===== config.mk =====
export PLATFORM = sky130hd
export DESIGN_NAME = cpl_collector
export DESIGN_NICKNAME = d
export VERILOG_FILES = /design/src/rtl/cplrx_pkg.sv /design/src/rtl/cplrx_ctrl.sv /design/src/rtl/cplrx_datapath.sv /design/src/rtl/cpl_collector.sv
export SDC_FILE = /design/constraint.sdc
export NUM_CORES = 1
export LEC_CHECK = 0
export ABC_CLOCK_PERIOD_IN_PS = 2000
export BUFFER_PORTS_ARGS = -buffer_cell sky130_fd_sc_hd__buf_2
export CORE_MARGIN = 10
export CORE_UTILIZATION = 42
export CTS_CLUSTER_DIAMETER = 150
export DETAILED_ROUTE_END_ITERATION = 10
export PLACE_DENSITY = 0.8
export SLEW_MARGIN = 25
export SYNTH_ARGS = -nofsm -noshare
export SYNTH_HDL_FRONTEND = slang
export SYNTH_HIERARCHICAL = 1
export SYNTH_SLANG_ARGS = --single-unit

===== constraint.sdc =====
create_clock -name clk -period 2 [get_ports clk]
set_input_delay 0.1 -clock clk [delete_from_list [all_inputs] [get_ports clk]]
set_output_delay 0.1 -clock clk [all_outputs]
set_load 0.01 [all_outputs]

===== src/rtl/cplrx_pkg.sv =====
package cplrx_pkg;
  typedef enum logic [1:0] {
    SZ_BYTE = 2'd0,
    SZ_HALF = 2'd1,
    SZ_WORD = 2'd2
  } xferSize_e;

  // Strobes from control to datapath
  typedef struct packed {
    logic arm;      // new request latched
    logic capHdr;   // starting beat accepted this cycle
    logic finish;   // ending beat accepted this cycle
    logic expire;   // wait limit reached without ending beat
  } ctrlStrb_t;
endpackage


===== src/rtl/cplrx_ctrl.sv =====
module cplrx_ctrl
  import cplrx_pkg::*;
#(
  parameter int WAIT_LIMIT = 500,
  localparam int CNT_W = $clog2(WAIT_LIMIT + 1)
) (
  input  logic      clk,
  input  logic      rstN,
  input  logic      reqArm,
  input  logic      beatValid,
  input  logic      beatSop,
  input  logic      beatEop,
  input  logic      waitTick,
  output ctrlStrb_t strb
);
  typedef enum logic {ST_IDLE, ST_WAIT} ctrlState_e;

  ctrlState_e       state;
  logic             sopSeen;
  logic [CNT_W-1:0] waitCnt;
  logic             accept;

  always_comb begin
    strb   = '0;
    accept = 1'b0;
    strb.arm = reqArm;
    if (state == ST_WAIT && !reqArm) begin
      accept      = beatValid && (beatSop || beatEop || sopSeen);
      strb.capHdr = accept && beatSop;
      strb.finish = accept && beatEop;
      strb.expire = !strb.finish && waitTick &&
                    (waitCnt == CNT_W'(WAIT_LIMIT - 1));
    end
  end

  always_ff @(posedge clk or negedge rstN) begin
    if (!rstN) begin
      state   <= ST_IDLE;
      sopSeen <= 1'b0;
      waitCnt <= '0;
    end else if (strb.arm) begin
      state   <= ST_WAIT;
      sopSeen <= 1'b0;
      waitCnt <= '0;
    end else if (state == ST_WAIT) begin
      if (strb.capHdr) sopSeen <= 1'b1;
      if (strb.finish || strb.expire) begin
        state <= ST_IDLE;
      end else if (waitTick) begin
        waitCnt <= waitCnt + 1'b1;
      end
    end
  end


  cnt_bound_chk: assert property (@(posedge clk) disable iff (!rstN)
    waitCnt < CNT_W'(WAIT_LIMIT));


  end_excl_chk: assert property (@(posedge clk) disable iff (!rstN)
    !(strb.finish && strb.expire));


  idle_quiet_chk: assert property (@(posedge clk) disable iff (!rstN)
    (state == ST_IDLE) |-> !(strb.finish || strb.expire || strb.capHdr));
endmodule


===== src/rtl/cplrx_datapath.sv =====
module cplrx_datapath
  import cplrx_pkg::*;
#(
  parameter int DATA_W  = 32,
  parameter int STAT_LSB = 13,
  parameter int STAT_W  = 3,
  parameter int BC_W    = 12,
  localparam int OFF_W  = $clog2(DATA_W / 8)
) (
  input  logic              clk,
  input  logic              rstN,
  input  ctrlStrb_t         strb,
  input  logic              reqWrite,
  input  logic [OFF_W-1:0]  reqOffset,
  input  logic [1:0]        reqSize,
  input  logic [DATA_W-1:0] beatWord0,
  input  logic [DATA_W-1:0] beatWord1,
  output logic              done,
  output logic              doneErr,
  output logic [DATA_W-1:0] rdData,
  output logic [BC_W-1:0]   cplBytes
);
  logic [STAT_W-1:0] statusReg;
  logic [STAT_W-1:0] effStatus;
  logic [OFF_W-1:0]  offReg;
  logic [1:0]        sizeReg;
  logic              wrReg;
  logic [OFF_W+2:0]  shiftAmt;
  logic [DATA_W-1:0] shifted;
  logic [DATA_W-1:0] narrowed;
  logic              effErr;

  assign effStatus = strb.capHdr ? beatWord1[STAT_LSB +: STAT_W] : statusReg;
  assign effErr    = (effStatus != '0);

  always_comb begin
    shiftAmt = '0;
    if (sizeReg == SZ_BYTE) shiftAmt = {offReg, 3'b000};
    else if (sizeReg == SZ_HALF) shiftAmt = {offReg[OFF_W-1], {(OFF_W-1){1'b0}}, 3'b000};
    shifted = beatWord0 >> shiftAmt;
    case (sizeReg)
      SZ_BYTE: narrowed = shifted & DATA_W'(8'hFF);
      SZ_HALF: narrowed = shifted & DATA_W'(16'hFFFF);
      default: narrowed = beatWord0;
    endcase
  end

  always_ff @(posedge clk or negedge rstN) begin
    if (!rstN) begin
      statusReg <= '0;
      offReg    <= '0;
      sizeReg   <= '0;
      wrReg     <= 1'b0;
      cplBytes  <= '0;
      done      <= 1'b0;
      doneErr   <= 1'b0;
      rdData    <= '0;
    end else begin
      done <= strb.finish || strb.expire;
      if (strb.arm) begin
        statusReg <= STAT_W'(1);
        cplBytes  <= '0;
        offReg    <= reqOffset;
        sizeReg   <= reqSize;
        wrReg     <= reqWrite;
      end else if (strb.capHdr) begin
        statusReg <= beatWord1[STAT_LSB +: STAT_W];
        cplBytes  <= beatWord1[BC_W-1:0];
      end
      if (strb.finish) begin
        doneErr <= effErr;
        rdData  <= (effErr || wrReg) ? '0 : narrowed;
      end else if (strb.expire) begin
        doneErr <= 1'b1;
        rdData  <= '0;
      end
    end
  end


  err_zero_chk: assert property (@(posedge clk) disable iff (!rstN)
    (done && doneErr) |-> (rdData == '0));


  byte_width_chk: assert property (@(posedge clk) disable iff (!rstN)
    (done && sizeReg == SZ_BYTE) |-> ((rdData >> 8) == '0));


  half_width_chk: assert property (@(posedge clk) disable iff (!rstN)
    (done && sizeReg == SZ_HALF) |-> ((rdData >> 16) == '0));


  write_zero_chk: assert property (@(posedge clk) disable iff (!rstN)
    (done && wrReg) |-> (rdData == '0));
endmodule


===== src/rtl/cpl_collector.sv =====
module cpl_collector
  import cplrx_pkg::*;
#(
  parameter int WAIT_LIMIT = 500
) (
  input  logic        clk,
  input  logic        rstN,
  input  logic        reqArm,
  input  logic        reqWrite,
  input  logic [1:0]  reqOffset,
  input  logic [1:0]  reqSize,
  input  logic        beatValid,
  input  logic        beatSop,
  input  logic        beatEop,
  input  logic [31:0] beatWord0,
  input  logic [31:0] beatWord1,
  input  logic        waitTick,
  output logic        done,
  output logic        doneErr,
  output logic [31:0] rdData,
  output logic [11:0] cplBytes
);
  ctrlStrb_t strb;

  cplrx_ctrl #(.WAIT_LIMIT(WAIT_LIMIT)) uCtrl (
    .clk(clk), .rstN(rstN), .reqArm(reqArm), .beatValid(beatValid),
    .beatSop(beatSop), .beatEop(beatEop), .waitTick(waitTick), .strb(strb)
  );

  cplrx_datapath #(.DATA_W(32), .STAT_LSB(13), .STAT_W(3), .BC_W(12)) uData (
    .clk(clk), .rstN(rstN), .strb(strb), .reqWrite(reqWrite),
    .reqOffset(reqOffset), .reqSize(reqSize), .beatWord0(beatWord0),
    .beatWord1(beatWord1), .done(done), .doneErr(doneErr),
    .rdData(rdData), .cplBytes(cplBytes)
  );


  done_pulse_chk: assert property (@(posedge clk) disable iff (!rstN)
    (done && !$past(reqArm)) |=> !done);
endmodule


==> qor.yml, run 1 <==
status:
  outcome: "finished clean"
critical_path:
  worst-path-buf-inv: 1
  critPathMaxFanout: 12
  path_cells: "and4_2 -> mux2i_4 -> o2111a_2 -> buf_4 -> a22o_1"
  r2r_cells: 5
  rr_endpoint: "uData/rdData[24]"
  cp_slowest_stage_delay_ps: 430
  critPathSlowestCell: "sky130_fd_sc_hd__o2111a_2"
  critical-path-top-delay-family: "compound AO/OA/AOI/OAI gates"
  worstSetupPathType: "flip-flop to flip-flop"
  worstReg2RegStart: "uCtrl/state"
  worst-endpoint-arrival_ps: 2180
  worst_ep_required_time_ps: 2280
  endpoint_kind: "flip-flop"
  crit_path_start_kind: "flip-flop"
  ff2ff_setup_slack_ps: 90
power_and_ir_drop:
  net_switching_power_of_the_design_uw: 789
  vdd_drop_max_mv: 0.391
  cellLeakagePower_nw: 2.24
  power.internal_mw: 2.22
  power.clock.fraction: 0.393
  share_seq_of_total_power: 0.457
  power.density_cell_area_nw_per_um2: 715
  share_comb_of_total_power: 0.151
  post_route_total_power_mw: 3.01
  switching_share: 0.262
hold_path:
  worst_hold_path.endpoint: "uData/cplBytes[2]"
  hp-start: "beatWord1[2]"
  worstHoldPathCells: 3
  min-delay-path-class: "primary input to flip-flop"
yosys:
  unique_masters_post_synth: 48
  async_reset_ff_frac: 1.00
  ys_ff_latch: 64
  yosysSeqAreaShare: 0.492
  syn_inst: 315
  ys_dominant_reg_cell: "sky130_fd_sc_hd__dfrtp_1"
  post_synth.cell_area_avg_um2: 10.3
  number_of_enable_flip_flop_cells_after_synthesis: 0
  postSynthNetCount: 392
  syn-cell-area_um2: 3260
  ys.warnings.count: 6
floorplan:
  placementRows: 32
  pin_count: 122
  core_area_um2: 7650
  design.die.area_um2: 11700
  die_width_um: 108
  chipHeight_um: 108
  initial_core_util: 0.426
global_routing:
  first_pass_grt_wire_length_um: 15300
  largest_net_degree_at_the_start_of_global_routing: 39
  antenna_found_initial: 0
  globalRouteOverflowTotal: 0
  globalRouteTotalUtil: 0.165
  grt_pass1_vias: 2895
clock_network:
  tritoncts_clock_tree: "done"
  clock_input_transition_at_the_sequential_cells_of_the_worst_setup_and_hold_paths_ps: 70
  cts_inserted_buffers: 9
  cts_root_buffer: "sky130_fd_sc_hd__clkbuf_8"
  cts_max_path_buffers: 2
  worstSkewPairLatency_ps: 340
  h-tree-depth: 3
  clock_sink_count: 64
route:
  post_drt_wl_per_cell_um: 18.4
  remaining_drc_errors: 0
  routed_via_density: 5.52
  drt_pass1_iterations: 5
  drtAntennaViolNets: 0
  route.final.wire_length_um: 9870
  initialDrtViolationCount: 254
  routed-via-count: 2968
timing:
  tns_ps: 0
  worst_slew_margin: 0.520
  post-route-period-util: 0.953
  report.final.hold_viol_count: 0
  grt_setup_unrepaired: "false"
  slew_violations: 0
  worst_pin_slew_ps: 718
  finClkSkew_ps: 6.74
  final-setup-viol-count: 0
  timing.final.crit_period_ps: 1910
  max_clock_freq_mhz: 525
cells_and_area:
  fin_nets: 509
  mostFrequentLayoutCells: "sky130_fd_sc_hd__buf_2 (104), sky130_fd_sc_hd__dfrtp_1 (64), sky130_fd_sc_hd__nand2_1 (46), sky130_fd_sc_hd__a22o_1 (32), sky130_fd_sc_hd__nor2_1 (27)"
  area_delta_synth_final_pct: 29.5
  leading_cell_type_in_the_layout_fill_and_taps_excluded: "sky130_fd_sc_hd__buf_2"
  layout-drive-gt1-share: 0.346
  layout.cells.non_filler: 538
  antenna_diodes: 0
  post-route-util: 0.551
  layout_cell_area_excl_fill_um2: 4220
  total_of_fill_cells_in_the_finished_design: 673
placement:
  placedCellCount: 516
  routabilityCongestion: 0.869
  placed_cell_area_um2: 3920
  post-dp-hpwl_um: 7470
  i_o_buffers: 104
run:
  cap_viol_max_count: 0
synthesized netlist by cell type (2+ instances only):
cell type	count	area share
sky130_fd_sc_hd__dfrtp_1	64	0.49
sky130_fd_sc_hd__mux2_1	3	0.010
sky130_fd_sc_hd__a221oi_1	8	0.022
sky130_fd_sc_hd__o21ai_0	2	0.0031
sky130_fd_sc_hd__buf_2	5	0.0077
sky130_fd_sc_hd__a32oi_1	8	0.022
sky130_fd_sc_hd__a31oi_1	8	0.015
sky130_fd_sc_hd__o31ai_1	3	0.0069
sky130_fd_sc_hd__a22o_1	32	0.086
sky130_fd_sc_hd__or4_1	3	0.0069
sky130_fd_sc_hd__mux2_2	5	0.017
sky130_fd_sc_hd__a21o_1	8	0.018
sky130_fd_sc_hd__nor4_1	3	0.0058
sky130_fd_sc_hd__a21oi_1	4	0.0061
sky130_fd_sc_hd__nor3b_4	2	0.012
sky130_fd_sc_hd__nand2_1	46	0.053
sky130_fd_sc_hd__nor2b_1	7	0.013
sky130_fd_sc_hd__nor2_1	28	0.032
sky130_fd_sc_hd__buf_6	3	0.010
sky130_fd_sc_hd__and4_2	2	0.0061
sky130_fd_sc_hd__inv_1	19	0.022
sky130_fd_sc_hd__mux2i_1	14	0.043
sky130_fd_sc_hd__buf_4	2	0.0046
sky130_fd_sc_hd__buf_1	2	0.0023
sky130_fd_sc_hd__nand4_1	3	0.0058
sky130_fd_sc_hd__clkbuf_1	9	0.010
per-layer routing:
layer / routed length [µm] / share of wire / vias to the layer above / track usage
li1: - / - / 1384 / -
met1: 3980 / 0.40 / 1433 / 0.200
met2: 4880 / 0.49 / 133 / 0.266
met3: 784 / 0.079 / 18 / 0.0494
met4: 230 / 0.023 / 0 / 0.0677
met5: 0 / 0 / - / 0
worst max-delay path by stage:
stage	from	endpoint	cells after the start
floorplan	uCtrl/waitCnt[0]	uData/rdData[11]	8
global placement	uCtrl/waitCnt[0]	uData/rdData[30]	7
detailed placement	uCtrl/waitCnt[0]	uData/doneErr	8
CTS	uCtrl/state	uData/rdData[24]	5
global route	uCtrl/waitCnt[0]	uData/rdData[31]	7
finish	uCtrl/state	uData/rdData[24]	5
worst min-delay path, cell delays in order:
cell	delay, ps
sky130_fd_sc_hd__buf_2	70
sky130_fd_sc_hd__mux2i_1	50
sky130_fd_sc_hd__nor2_1	80
power groups by stage:
stage / clock network [mW] / logic [mW] / registers (mW)
after CTS: 1.20 / 0.448 / 1.38
after floorplan: 0 / 0.228 / 1.40
final: 1.18 / 0.453 / 1.38
after global routing: 1.26 / 0.495 / 1.38
after global placement: 0 / 0.425 / 1.40
after detailed placement: 0 / 0.439 / 1.40
metrics by stage:
step | worst slack (ps) | hold WS, ps
final | 94.8 | 6.42
after global routing | 12.1 | 1.25
after CTS | 75.4 | 0.604
after detailed placement | 66.3 | 152
after global placement | 93.9 | 136
after floorplan | 177 | -196
flip-flops by register name (all words and copies together) (netlist names):
| signal | cells |
|---|---|
| uData/done | 1 |
| uData/offReg | 2 |
| uCtrl/state | 1 |
| uCtrl/waitCnt | 9 |
| uData/wrReg | 1 |
| uData/rdData | 32 |
| uData/doneErr | 1 |
| uData/sizeReg | 2 |
| uData/cplBytes | 12 |
| uData/statusReg | 3 |
layout make-up:
cell class,instances,area [µm²],share of cell area
clock buffer,11,131,0.0312
clock inverter,4,70.1,0.0166
timing repair buffer,127,718,0.170
inverter,19,71.3,0.0169
multi-input combinational,211,1500,0.355
tap,102,128,0.0303
sequential,64,1600,0.380
kinds of logic after synthesis:
group / Yosys count / share of synthesized area
simple gates: 103 / 0.156
compound gates: 84 / 0.214
flops: 64 / 0.492
buf+inv: 40 / 0.0573
mux: 23 / 0.0776
fa+ha+maj: 1 / 0.00384
repair_timing:
item,in CTS,in global routing
hold endpoints to repair,30,0
setup endpoints to repair,0,33
buffers inserted,0,2
hold buffers,5,0
gates resized for setup,0,4
Power figures use the tool's default switching activity.
==> run 2: changes to the inputs <==
--- a/config.mk
+++ b/config.mk
@@ -5,13 +5,15 @@
 export SDC_FILE = /design/constraint.sdc
 export NUM_CORES = 1
 export LEC_CHECK = 0
-export ABC_CLOCK_PERIOD_IN_PS = 2000
+export ABC_CLOCK_PERIOD_IN_PS = 1500
 export BUFFER_PORTS_ARGS = -buffer_cell sky130_fd_sc_hd__buf_2
+export CORE_ASPECT_RATIO = 1.5
 export CORE_MARGIN = 10
 export CORE_UTILIZATION = 42
 export CTS_CLUSTER_DIAMETER = 150
 export DETAILED_ROUTE_END_ITERATION = 10
-export PLACE_DENSITY = 0.8
+export HOLD_SLACK_MARGIN = 0.02
+export PLACE_DENSITY = 0.83
 export SLEW_MARGIN = 25
 export SYNTH_ARGS = -nofsm -noshare
 export SYNTH_HDL_FRONTEND = slang
==> constraint.sdc (replaced) <==
create_clock -name clk -period 1.5 [get_ports clk]
set_input_delay 0.075 -clock clk [delete_from_list [all_inputs] [get_ports clk]]
set_output_delay 0.075 -clock clk [all_outputs]
set_load 0.01 [all_outputs]
==> run 2 against run 1 <==
Effect of this change: the flow now finishes with violations (setup timing); die area rose by 0.63%; sequential share of layout area is 6.4 points lower; clock power grew 110%; routed wire length is 18% higher; total power rose by 68%; first-iteration DRC count shrank 30%; sequential cell count unchanged; setup slack lost 400 ps; combinational power grew 69%; non-clock buffer count is 52 higher; critical path type unchanged.
==> qor.yml, run 2 (same netlist as run 1, synthesis figures left out) <==
power_and_ir_drop:
  post_route_total_power_mw: 5.07  # +68%
  vdd_drop_max_mv: 0.719  # +84%
  cellLeakagePower_nw: 2.60  # +16%
  power.density_cell_area_nw_per_um2: 1000  # +40%
critical_path:
  critical-path-top-delay-family: "compound AO/OA/AOI/OAI gates"
  critPathMaxFanout: 12  # unchanged
  timing.critical_path.from: "uCtrl/state"
  worst-endpoint-arrival_ps: 2020  # -160 ps
  crit_path_start_kind: "flip-flop"
  endpoint_kind: "flip-flop"
  cp_slowest_stage_delay_ps: 380  # -50 ps
  worstSetupPathType: "flip-flop to flip-flop"
  worstReg2RegStart: "uCtrl/state"
  path_cells: "buf_6 -> and4_4 -> nor3b_4 -> o2111a_2 -> buf_12 -> a22o_1 -> a21o_1"
  critPathSlowestCell: "sky130_fd_sc_hd__dfrtp_1"
  worst_ep_required_time_ps: 1710  # -570 ps
  worst-path-buf-inv: 2  # +1
status:
  outcome: "finished, violations left"
  violations: "setup timing"
route:
  remaining_drc_errors: 0  # unchanged
  routed-via-count: 3357  # +13%
  post_drt_wl_per_cell_um: 19.7  # +7.2%
  route.final.wire_length_um: 11600  # +18%
  initialDrtViolationCount: 178  # -30%
  routed_via_density: 5.68  # +3.0%
  drtAntennaViolNets: 0  # unchanged
  drt_pass1_iterations: 5  # unchanged
cells_and_area:
  layout_cell_area_excl_fill_um2: 5070  # +20%
  largest_register_ff_count: 32  # unchanged
  layout-drive-gt1-share: 0.413  # +0.0668
  reg_top3: "uData/rdData (32), uData/cplBytes (12), uCtrl/waitCnt (9)"
  antenna_diodes: 0  # unchanged
  area_delta_synth_final_pct: 55.6
  mostFrequentLayoutCells: "sky130_fd_sc_hd__buf_2 (104), sky130_fd_sc_hd__dfrtp_1 (64), sky130_fd_sc_hd__nand2_1 (45), sky130_fd_sc_hd__buf_4 (32), sky130_fd_sc_hd__a22o_1 (32)"
  fin_nets: 561  # +10%
  registers.top_by_ff_count: "uData/rdData"
  leading_cell_type_in_the_layout_fill_and_taps_excluded: "sky130_fd_sc_hd__buf_2"
floorplan:
  design.die.area_um2: 11700  # +0.63%
  placementRows: 39  # +22%
  initial_core_util: 0.428  # +0.00196
  die_width_um: 91.9  # -15%
  pin_count: 122  # unchanged
  core_area_um2: 7610  # -0.46%
  chipHeight_um: 128  # +18%
hold_path:
  min-delay-path-class: "primary input to flip-flop"
  hp-start: "beatWord0[24]"
clock_network:
  tritoncts_clock_tree: "done"
  worstSkewPairLatency_ps: 330  # about the same
  cts_max_path_buffers: 2  # unchanged
  clock_sink_count: 64  # unchanged
  cts_root_buffer: "sky130_fd_sc_hd__clkbuf_16"
  clock_input_transition_at_the_sequential_cells_of_the_worst_setup_and_hold_paths_ps: 60  # about the same
  cts_inserted_buffers: 9  # unchanged
  h-tree-depth: 3  # unchanged
global_routing:
  antenna_found_initial: 0  # unchanged
  grt_pass1_vias: 3554  # +23%
  globalRouteOverflowTotal: 0  # unchanged
  globalRouteTotalUtil: 0.189  # +0.0241
  largest_net_degree_at_the_start_of_global_routing: 65  # +67%
  first_pass_grt_wire_length_um: 17900  # +17%
timing:
  finalWorstSetupSlack_ps: -304  # -399 ps
  grt_setup_unrepaired: "true"
  final-setup-viol-count: 37  # +37
  max_clock_freq_mhz: 554  # +5.6%
  post-route-period-util: 1.20  # +0.250
  worst_slew_margin: 0.569  # +0.0485
  timing.final.crit_period_ps: 1800  # -101 ps
  slew_violations: 0  # unchanged
  finClkSkew_ps: 4.67  # -2.07 ps
  report.final.hold_viol_count: 0  # unchanged
  worst_pin_slew_ps: 645  # -72.7 ps
placement:
  placed_cell_area_um2: 4130  # +5.4%
  routabilityCongestion: 1.00  # +15%
  post-dp-hpwl_um: 7660  # +2.6%
  i_o_buffers: 104  # unchanged
run:
  cap_viol_max_count: 0  # unchanged
## run 2: cell types whose count changed in the layout (fill, tap and decap cells not counted), moves of 7 or more
cell                            before  now
sky130_fd_sc_hd__dlygate4sd3_1       5   29
sky130_fd_sc_hd__buf_4              17   32
sky130_fd_sc_hd__clkbuf_16           0   10
sky130_fd_sc_hd__buf_6               0    8
sky130_fd_sc_hd__a31oi_1             8    1
sky130_fd_sc_hd__clkbuf_8            9    2
## run 2: what timing repair did
action,4_1_cts,5_1_grt
setup endpoints to repair,37,44
hold endpoints to repair,92,0
gates resized for setup,12,26
hold buffers,29,0
gates cloned,1,1
pin swaps,9,12
setup buffers,6,2
## run 2: through the flow
step                 util  hold slack (ps)  setup TNS [ps]  setup WS, ps  cells
floorplan               -             -221           -4680          -274    315
global placement    0.543              112           -6940          -289    537
detailed placement  0.543              118           -8590          -338    537
CTS                 0.646             20.9           -7830          -258    589
global route        0.666             24.1          -10670          -352    591
finish              0.666             34.0           -8070          -304    591
## run 2: layer usage
layer	track usage	part of all wire
met1	0.197	0.35
met2	0.324	0.50
met3	0.0586	0.094
met4	0.114	0.048
met5	0	0
## run 2: power breakdown
group | switching, mW | internal [mW]
Sequential | 0.0427 | 1.79
Clock | 0.761 | 1.71
Combinational | 0.421 | 0.346
Total | 1.23 | 3.84
## run 2: area by class of cell
type	count	area, µm²
Clock inverter	5	103
Clock buffer	11	253
Sequential cell	64	1600
Multi-Input combinational cell	211	1650
Tap cell	102	128
Timing Repair Buffer	179	1260
Fill cell	558	2540
Inverter	19	71.3
## run 2: final timing paths
kind                            cells past startpoint  slack, ps                to
worst max-delay path                                7       -300   uData/rdData[8]
worst min register to register                      1        480     uData/doneErr
worst min-delay path                                2         30  uData/rdData[24]
max in group asynchronous                           3        900  uCtrl/waitCnt[7]
min in group asynchronous                           3        290   uData/rdData[7]
worst max register to register                      7       -300   uData/rdData[8]
==> run 3: changes to the inputs <==
--- a/config.mk
+++ b/config.mk
@@ -9,11 +9,11 @@
 export BUFFER_PORTS_ARGS = -buffer_cell sky130_fd_sc_hd__buf_2
 export CORE_ASPECT_RATIO = 1.5
 export CORE_MARGIN = 10
-export CORE_UTILIZATION = 42
+export CORE_UTILIZATION = 35
 export CTS_CLUSTER_DIAMETER = 150
 export DETAILED_ROUTE_END_ITERATION = 10
 export HOLD_SLACK_MARGIN = 0.02
-export PLACE_DENSITY = 0.83
+export PLACE_DENSITY = 0.72
 export SLEW_MARGIN = 25
 export SYNTH_ARGS = -nofsm -noshare
 export SYNTH_HDL_FRONTEND = slang
==> run 3 against run 2 <==
Effect of this change: the flow still finishes with violations (setup timing); register-to-register slack got worse by 20 ps; utilization decreased by 10 points; die area increased by 16%; total power decreased by 6.2%; combinational power increased by 3.3%; sequential power about the same; global-route usage decreased by 2.1 points; clock power decreased by 14%; cell area increased by 2.1%; clock-buffer cell count increased by 2; critical path type unchanged; highest routed layer unchanged.
==> qor.yml, run 3 (same netlist as run 1, synthesis figures left out) <==
power_and_ir_drop:
  power.density_cell_area_nw_per_um2: 919  # -8.1%
  post_route_total_power_mw: 4.76  # -6.2%
  cellLeakagePower_nw: 2.66  # +2.2%
  vdd_drop_max_mv: 0.638  # -11%
global_routing:
  largest_net_degree_at_the_start_of_global_routing: 65  # unchanged
  grtUsageMet3: 0.0509  # -0.00774
  globalRouteTotalUtil: 0.168  # -0.0212
  antenna_found_initial: 0  # unchanged
  grt_pass1_vias: 3596  # +1.2%
  grt_util_met2: 0.292  # -0.0326
  first_pass_grt_wire_length_um: 18700  # +4.6%
  gr-max-usage-layer: "met2"
  use_met1: 0.177  # -0.0200
  globalRouteOverflowTotal: 0  # unchanged
route:
  drt_pass1_iterations: 6  # +1
  drtAntennaViolNets: 0  # unchanged
  remaining_drc_errors: 0  # unchanged
  routed_via_density: 5.60  # -1.4%
  route.final.wire_length_um: 12200  # +5.1%
  routed-via-count: 3427  # +2.1%
  post_drt_wl_per_cell_um: 20.0  # +1.5%
  initialDrtViolationCount: 247  # +39%
floorplan:
  initial_core_util: 0.356  # -0.0717
  chipHeight_um: 138  # +8.0%
  design.die.area_um2: 13600  # +16%
  core_area_um2: 9150  # +20%
  placementRows: 43  # +10%
  die_width_um: 98.7  # +7.5%
  pin_count: 122  # unchanged
status:
  violations: "setup timing"
  outcome: "finished, violations left"
cells_and_area:
  post-route-util: 0.566  # -0.0997
  fin_nets: 572  # +2.0%
  reg_top3: "uData/rdData (32), uData/cplBytes (12), uCtrl/waitCnt (9)"
  layout-drive-gt1-share: 0.426  # +0.0129
  mostFrequentLayoutCells: "sky130_fd_sc_hd__buf_2 (104), sky130_fd_sc_hd__dfrtp_1 (64), sky130_fd_sc_hd__nand2_1 (45), sky130_fd_sc_hd__buf_4 (37), sky130_fd_sc_hd__a22o_1 (32)"
  leading_cell_type_in_the_layout_fill_and_taps_excluded: "sky130_fd_sc_hd__buf_2"
  antenna_diodes: 0  # unchanged
  largest_register_ff_count: 32  # unchanged
  area_delta_synth_final_pct: 59.0
  layout_cell_area_excl_fill_um2: 5180  # +2.1%
  registers.top_by_ff_count: "uData/rdData"
timing:
  finalHoldWorstSlack_ps: 28.6  # -5.42 ps
  post-route-period-util: 1.21  # +0.0103
  finClkSkew_ps: 9.32  # +4.65 ps
  timing.final.crit_period_ps: 1820  # +15.5 ps
  worst_pin_slew_ps: 638  # -7.73 ps
  report.final.hold_viol_count: 0  # unchanged
  finalWorstSetupSlack_ps: -319  # -15.5 ps
  final-setup-viol-count: 43  # +16%
  slew_violations: 0  # unchanged
  max_clock_freq_mhz: 550  # -0.85%
  worst_slew_margin: 0.574  # +0.00516
  grt_setup_unrepaired: "true"
  tns_ps: -9810  # -1750 ps
placement:
  i_o_buffers: 104  # unchanged
  placed_cell_area_um2: 4150  # +0.30%
  routabilityCongestion: 0.886  # -12%
  post-dp-hpwl_um: 7850  # +2.4%
clock_network:
  worstSkewPairLatency_ps: 340  # about the same
  clock_input_transition_at_the_sequential_cells_of_the_worst_setup_and_hold_paths_ps: 60  # about the same
  h-tree-depth: 3  # unchanged
  cts_max_path_buffers: 2  # unchanged
  cts_inserted_buffers: 9  # unchanged
  cts_root_buffer: "sky130_fd_sc_hd__clkbuf_16"
  tritoncts_clock_tree: "done"
  clock_sink_count: 64  # unchanged
critical_path:
  cp_slowest_stage_delay_ps: 370  # about the same
  critical-path-top-delay-family: "simple AND/OR/NAND/NOR gates"
  path_cells: "ha_2 -> and2_4 -> nand2_4 -> nor4_4 -> buf_4 -> nor2_4 -> a22o_1 -> a21o_1"
  worst-path-buf-inv: 1  # -1
  critPathSlowestCell: "sky130_fd_sc_hd__dfrtp_1"
  worst_ep_required_time_ps: 1730  # +20 ps
  worst-endpoint-arrival_ps: 2050  # +30 ps
  endpoint_kind: "flip-flop"
  critPathMaxFanout: 7  # -5
  worstSetupPathType: "flip-flop to flip-flop"
  crit_path_start_kind: "flip-flop"
run:
  cap_viol_max_count: 0  # unchanged
hold_path:
  min-delay-path-class: "primary input to flip-flop"
run 3: stage by stage:
stage | worst slack (ps) | instances
after floorplan | -274 | 315
after global placement | -374 | 547
after detailed placement | -405 | 547
after CTS | -280 | 607
after global routing | -372 | 612
final | -319 | 612
run 3: layout make-up:
cell class / instances / area (µm²)
clock buffers: 13 / 260
clock inverters: 3 / 40.0
fillers: 763 / 3970
inverters: 19 / 71.3
multi-input cells: 212 / 1680
flip-flops and latches: 64 / 1600
well taps: 112 / 140
repair buffers: 189 / 1390
run 3: metal layers:
layer	part of all wire	wire, µm
met2	0.52	6310
met1	0.36	4460
met5	0	0
met4	0.028	342
met3	0.091	1110
run 3: worst register-to-register path: cells and delay by family (launching register included):
kind / cells / cell delay, ps
and+or+nand+nor: 4 / 570
AOI/OAI and AO/OA: 2 / 410
buffers and inverters: 1 / 190
adders and majority gates: 1 / 190
DFF: 1 / 370
run 3: path summary, 6_finish.rpt:
path	start	end	slack, ps	depth (start not counted)
max in group asynchronous	rstN	uCtrl/waitCnt[8]	940	3
max	uCtrl/waitCnt[0]	uData/rdData[11]	-320	8
min	beatWord0[24]	uData/rdData[24]	30	2
min reg2reg	uData/doneErr	uData/doneErr	490	1
max reg2reg	uCtrl/waitCnt[0]	uData/rdData[11]	-320	8
min in group asynchronous	rstN	uData/rdData[30]	290	3
run 3: where the power goes:
| part | internal, mW | switching [mW] | total (mW) | leakage [nW] |
|---|---|---|---|---|
| Combinational | 0.370 | 0.422 | 0.792 | 1.64 |
| Clock | 1.37 | 0.761 | 2.13 | 0.150 |
| Sequential | 1.79 | 0.0434 | 1.83 | 0.864 |
run 3: timing repair:
item | in CTS | in global routing
setup endpoints to repair | 38 | 54
buffers inserted | 12 | 5
pin swaps | 10 | 15
hold buffers | 30 | 0
gates resized for setup | 31 | 19
endpoints found under the hold margin | 93 | 0
gates cloned | 3 | 0
